[src/rtl/spdif_tx.sv]
module spdif_tx #(
  parameter int FIFO_DEPTH = 8,
  parameter int FRAMES     = 192
) (
  input  logic        clk,
  input  logic        rst_n,
  input  logic        reg_we,
  input  logic        reg_addr,
  input  logic [31:0] reg_wdata,
  output logic [31:0] reg_rdata,
  input  logic        smp_valid,
  input  logic [15:0] smp_data,
  output logic        smp_ready,
  output logic        spdif_out
);
  localparam int AW = $clog2(FIFO_DEPTH);
  localparam int CW = $clog2(FIFO_DEPTH + 1);
  localparam int FW = $clog2(FRAMES);
  localparam logic [7:0] PRE_B = 8'h17;
  localparam logic [7:0] PRE_M = 8'h47;
  localparam logic [7:0] PRE_W = 8'h27;

  logic       tx_en, buf_en, f_na, f_cp, f_pe, f_gen;
  logic [7:0] ratio;
  logic [3:0] mode;
  logic [1:0] freq;

  always_ff @(posedge clk or negedge rst_n)
    if (!rst_n) begin
      tx_en <= 1'b0; buf_en <= 1'b0; ratio <= '0; mode <= '0;
      freq <= 2'd1; f_na <= 1'b0; f_cp <= 1'b0; f_pe <= 1'b0; f_gen <= 1'b0;
    end else if (reg_we) begin
      if (!reg_addr) begin
        tx_en  <= reg_wdata[0];
        buf_en <= reg_wdata[1];
        ratio  <= reg_wdata[11:4];
        mode   <= reg_wdata[19:16];
      end else begin
        freq  <= reg_wdata[1:0];
        f_na  <= reg_wdata[4];
        f_cp  <= reg_wdata[5];
        f_pe  <= reg_wdata[6];
        f_gen <= reg_wdata[7];
      end
    end

  assign reg_rdata = reg_addr ? {24'b0, f_gen, f_pe, f_cp, f_na, 2'b0, freq}
                              : {12'b0, mode, 4'b0, ratio, 2'b0, buf_en, tx_en};

  logic unused_wbits;
  assign unused_wbits = ^{reg_wdata[31:20], reg_wdata[15:12], reg_wdata[3:2]};

  // sample store
  logic [15:0]   mem [FIFO_DEPTH];
  logic [AW-1:0] wp, rp;
  logic [CW-1:0] cnt;
  logic          push, pop, tick, start;

  assign smp_ready = buf_en && (cnt < CW'(FIFO_DEPTH));
  assign push      = smp_valid && smp_ready;

  always_ff @(posedge clk)
    if (push) mem[wp] <= smp_data;

  always_ff @(posedge clk or negedge rst_n)
    if (!rst_n) begin
      wp <= '0; rp <= '0; cnt <= '0;
    end else if (!buf_en) begin
      wp <= '0; rp <= '0; cnt <= '0;
    end else begin
      if (push) wp <= wp + AW'(1);
      if (pop)  rp <= rp + AW'(2);
      cnt <= cnt + CW'(push) - (pop ? CW'(2) : CW'(0));
    end

  // line timing and framing
  logic [7:0]    div;
  logic [5:0]    hc;
  logic          sub, line, plev, cur_fill;
  logic [FW-1:0] frame;
  logic [15:0]   cur_l, cur_r;

  assign tick  = tx_en && (div == ratio);
  assign start = tick && (hc == 6'd0) && !sub;
  assign pop   = start && (cnt >= CW'(2));

  logic [3:0]  eff_mode;
  logic [23:0] audio;
  logic        cs;
  logic [31:0] body;
  logic [7:0]  pat;
  logic        nxt;

  assign eff_mode = (mode > 4'd8) ? 4'd8 : mode;
  assign audio    = {8'b0, (sub ? cur_r : cur_l)} << eff_mode;

  always_comb begin
    cs = 1'b0;
    case (int'(frame))
      1:  cs = f_na;
      2:  cs = f_cp;
      3:  cs = f_pe;
      15: cs = f_gen;
      24: cs = freq[1];
      25: cs = freq[1] ^ freq[0];
      default: cs = 1'b0;
    endcase
  end

  always_comb begin
    body        = '0;
    body[27:4]  = audio;
    body[28]    = cur_fill;
    body[29]    = 1'b0;
    body[30]    = cs;
    body[31]    = ^body[30:4];
  end

  assign pat = sub ? PRE_W : ((frame == '0) ? PRE_B : PRE_M);

  always_comb
    if (hc < 6'd8)   nxt = pat[hc[2:0]] ^ ((hc == 6'd0) ? line : plev);
    else if (!hc[0]) nxt = ~line;
    else             nxt = line ^ body[hc[5:1]];

  always_ff @(posedge clk or negedge rst_n)
    if (!rst_n) begin
      div <= '0; hc <= '0; sub <= 1'b0; frame <= '0; line <= 1'b0; plev <= 1'b0;
      cur_l <= '0; cur_r <= '0; cur_fill <= 1'b1;
    end else if (!tx_en) begin
      div <= '0; hc <= '0; sub <= 1'b0; frame <= '0; line <= 1'b0; plev <= 1'b0;
    end else begin
      div <= tick ? '0 : div + 8'd1;
      if (tick) begin
        line <= nxt;
        hc   <= hc + 6'd1;
        if (hc == 6'd0) plev <= line;
        if (hc == 6'd63) begin
          sub <= ~sub;
          if (sub) frame <= (frame == FW'(FRAMES - 1)) ? '0 : frame + FW'(1);
        end
        if (start) begin
          cur_l    <= pop ? mem[rp] : 16'h0;
          cur_r    <= pop ? mem[rp + AW'(1)] : 16'h0;
          cur_fill <= !pop;
        end
      end
    end

  assign spdif_out = line;

  a_r3_idle_low: assert property (@(posedge clk) disable iff (!rst_n)
    !tx_en |=> !spdif_out);
  a_r2_change_on_tick: assert property (@(posedge clk) disable iff (!rst_n)
    !$stable(spdif_out) |-> ($past(tick) || $past(!tx_en)));
  a_r7_even_subframe: assert property (@(posedge clk) disable iff (!rst_n)
    (tick && hc == 6'd0) |-> !spdif_out);
  a_r9_fifo_bound: assert property (@(posedge clk) disable iff (!rst_n)
    cnt <= CW'(FIFO_DEPTH));
  a_r10_flush: assert property (@(posedge clk) disable iff (!rst_n)
    !buf_en |=> (cnt == '0));
  a_r5_frame_range: assert property (@(posedge clk) disable iff (!rst_n)
    int'(frame) < FRAMES);
endmodule

[config.mk]
export PLATFORM = sky130hd
export DESIGN_NAME = spdif_tx
export DESIGN_NICKNAME = d
export VERILOG_FILES = /design/src/rtl/spdif_tx.sv
export SDC_FILE = /design/constraint.sdc
export NUM_CORES = 1
export LEC_CHECK = 0
export BUFFER_PORTS_ARGS = -buffer_cell sky130_fd_sc_hd__buf_2
export CAP_MARGIN = 40
export CORE_ASPECT_RATIO = 1.5
export CORE_MARGIN = 1.5
export CORE_UTILIZATION = 55
export CTS_CLUSTER_SIZE = 10
export DETAILED_ROUTE_END_ITERATION = 6
export PLACE_DENSITY = 0.74
export SLEW_MARGIN = 40
export SYNTH_ARGS = -nofsm -noshare
export SYNTH_HDL_FRONTEND = slang
export SYNTH_SLANG_ARGS = --single-unit
[constraint.sdc]
create_clock -name clk -period 7.2 [get_ports clk]
set_input_delay 1.08 -clock clk [delete_from_list [all_inputs] [get_ports clk]]
set_output_delay 1.08 -clock clk [all_outputs]
set_load 0.02 [all_outputs]
==> out/metrics.yaml <==
floorplanning:
  coreArea_mm2: 0.0192
  fp.dieH_um: 174
  rows: 62
  start_util_pct: 56.2
  die_area_mm2: 0.0205
  dieWidth_um: 117
  ios: 87
logic_synthesis:
  ys_seq_area_share_pct: 55.9
  ys_types: 78
  yosysWarnings: 0
  yosysTopAreaCell: "edfxtp_1"
  netlist_area_mm2: 0.0108
  synthArstFlopShare_pct: 40.5
  ys_seq_elements: 215
  synth.avg_cell_area_um2: 13.5
  synth_cells: 799
  yosys-top-cells-area: "edfxtp_1 36%, dfrtp_1 20%, mux4_2 8.6%"
  synthFlopType: "edfxtp_1"
  yosysTopAreaCellShare_pct: 35.7
  synth_edf_count: 128
setup_path:
  reg2reg_from: "div[5]"
  cp-end-kind: "flop"
  critPathMaxFanout: 36
  path_class: "reg2reg"
  critPathRequiredTime_ns: 7.60
  cp_num_buf_inv: 3
  r2r_end: "cnt[3]"
  startpoint_type: "flop"
  arrival_ns: 4.62
  slowest_stage: "nor4_1"
  reg2reg_depth: 14
  crit_family: "simple AND/OR/NAND/NOR gates"
  path_cells: "xor2_1 -> nor4_1 -> nand2_1 -> or4_1 -> buf_4 -> a21oi_2 -> buf_4 -> inv_1 -> ha_1 -> ha_1 -> o21ai_0 -> nand2b_1 -> xnor2_1 -> and2_1"
  reg2reg_setup_slack_ns: 2.98
  slowest_delay_ns: 0.58
min_path:
  holdPathEnd: "cur_r[15]"
  hp-start: "cur_r[15]"
  hold_class: "reg2reg"
  min_path_cells: 1
layout:
  num-fill-cells: 1471
  area_growth_pct: 10.8
  seqCellArea_mm2: 0.00603
  diodes: 0
  layout_commonest_cell: "edfxtp_1"
  multi_input_area_mm2: 0.00440
  fin_util_pct: 62.3
  fin_nets: 903
  mostFrequentLayoutCells: "128 x edfxtp_1, 79 x dfrtp_1, 49 x buf_2, 46 x nor2_1, 44 x nand2_1"
  layout-drive-gt1-share_pct: 22.9
sta:
  timing.fmax_ghz: 0.237
  setup_viol: 0
  hold_viol_final: 0
  tightest_slew_ns: 0.679
  skew_ns: 0.0143
  rsz0062_at_grt: "no"
  slew_violations: 0
  period_share_pct: 58.6
  relSlewSlack_pct: 54.8
  holdWs_ns: 0.512
  finalSetupTns_ns: 0
  final.min_clock_period_ns: 4.22
grt:
  grt_pass1_vias: 7012
  grt-ovfl-total: 0
  grt_max_degree: 88
  grt_pass1_wl_mm: 37.4
  grt_usage_pct: 23.8
  antenna_found_initial: 0
detailed_routing:
  ant_nets: 0
  firstDrtPassIters: 5
  wire_per_inst_um: 20.9
  via_per_inst: 6.02
  drt_iter0_drc: 431
  vias: 6690
  drcViolationCount: 0
  drt-total-wl_mm: 23.2
cts:
  postCtsSetupBuffers: 0
  cts_tree: "done"
  ctsResizeCount: 0
  cts_buffers: 25
  insertion_delay_ns: 0.51
  htree_levels: 1
  cts.clk_slew.worst_paths_ns: 0.06
  cts-root-buf: "clkbuf_16"
  clkSinkCount: 215
  max-clock-path-buffers: 3
  hold_buffers: 0
placed_design:
  port_buffers: 50
  place_hpwl_mm: 16.4
  gp_congestion: 0.900
power_and_ir_drop:
  cellPowerDensity_mw_per_mm2: 257
  vdd_ir_drop_max_uv: 217
  p_leak_nw: 4.49
run_status:
  outcome: "completed"
flow_run:
  maxCapViolCount: 0
==> per-layer routing <==
| metal | up-vias | share of wire, % | track usage (%) |
|---|---|---|---|
| met5 | - | 0 | 0 |
| met4 | 0 | 4.2 | 9.99 |
| met3 | 65 | 4.2 | 3.38 |
| met2 | 171 | 54 | 42.1 |
| met1 | 3379 | 37 | 28.4 |
| li1 | 3075 | - | - |
==> kinds of logic (layout without fill, tap and decap cells) <==
logic type | Yosys count | after routing | synth area share, %
multiplexers | 94 | 94 | 14.1
XOR/XNOR | 52 | 52 | 4.62
adder cells (fa/ha/maj) | 13 | 13 | 1.51
AND/OR/NAND/NOR | 192 | 192 | 9.01
other | 1 | 18 | 0.0348
flip-flops | 215 | 215 | 55.9
AO/OA/AOI/OAI | 141 | 141 | 10.5
buffers and inverters | 91 | 131 | 4.35
==> worst max path at each step <==
| stage | startpoint | to | cells past startpoint |
|---|---|---|---|
| 3_5_place_dp | div[5] | cnt[3] | 14 |
| 4_1_cts | div[5] | cnt[3] | 14 |
| 3_3_place_gp | div[5] | cnt[3] | 14 |
| 6_report | div[5] | cnt[3] | 14 |
| 5_1_grt | div[1] | cnt[3] | 14 |
| 2_1_floorplan | hc[1] | cnt[3] | 16 |
==> synth_stat cells (6+ instances only) <==
| cell | number |
|---|---|
| o21ai_0 | 17 |
| and2_1 | 10 |
| xnor2_1 | 24 |
| and3_1 | 6 |
| a21oi_1 | 18 |
| nand2_1 | 44 |
| nor2_1 | 46 |
| nor2b_1 | 13 |
| edfxtp_1 | 128 |
| a31oi_1 | 7 |
| inv_1 | 20 |
| mux4_2 | 41 |
| o22ai_1 | 9 |
| buf_2 | 9 |
| dfrtp_1 | 85 |
| mux2_2 | 30 |
| nor3_1 | 15 |
| xor2_1 | 25 |
| nand2b_1 | 13 |
| ha_1 | 13 |
| clkbuf_1 | 32 |
| buf_4 | 23 |
| mux2i_1 | 17 |
| nand3_1 | 11 |
| a22o_1 | 35 |
==> through the flow <==
stage | power [mW] | cell area, µm² | worst slack [ns] | instances
floorplan | 1.83 | 10800 | 3.53 | 816
global placement | 1.96 | 11200 | 3.11 | 1061
detailed placement | 1.98 | 11200 | 3.00 | 1066
CTS | 3.09 | 11900 | 3.00 | 1112
global route | 3.20 | 11900 | 2.66 | 1112
finish | 3.06 | 11900 | 2.98 | 1112
==> where the power goes <==
group | leakage, nW | internal [mW] | switching, mW | total, mW
logic | 1.84 | 0.221 | 0.286 | 0.507
registers | 2.31 | 1.39 | 0.0699 | 1.46
clock network | 0.339 | 0.649 | 0.453 | 1.10
==> registers in the layout, indices dropped and copies added (netlist names), 2 cells and up <==
signal / cells
mem: 128
cur_l: 16
cur_r: 16
div: 8
frame: 8
ratio: 8
hc: 6
cnt: 4
mode: 4
wp: 3
freq: 2
rp: 2
==> final cells by class <==
class                           count  area share [%]
Sequential cell                   215            50.5
Multi-Input combinational cell    510            36.9
Clock buffer                       43            5.81
Timing Repair Buffer               65            3.33
Tap cell                          256            2.68
Inverter                           20           0.629
Clock inverter                      3           0.147
Note: power is estimated with default switching activity, not from simulation.
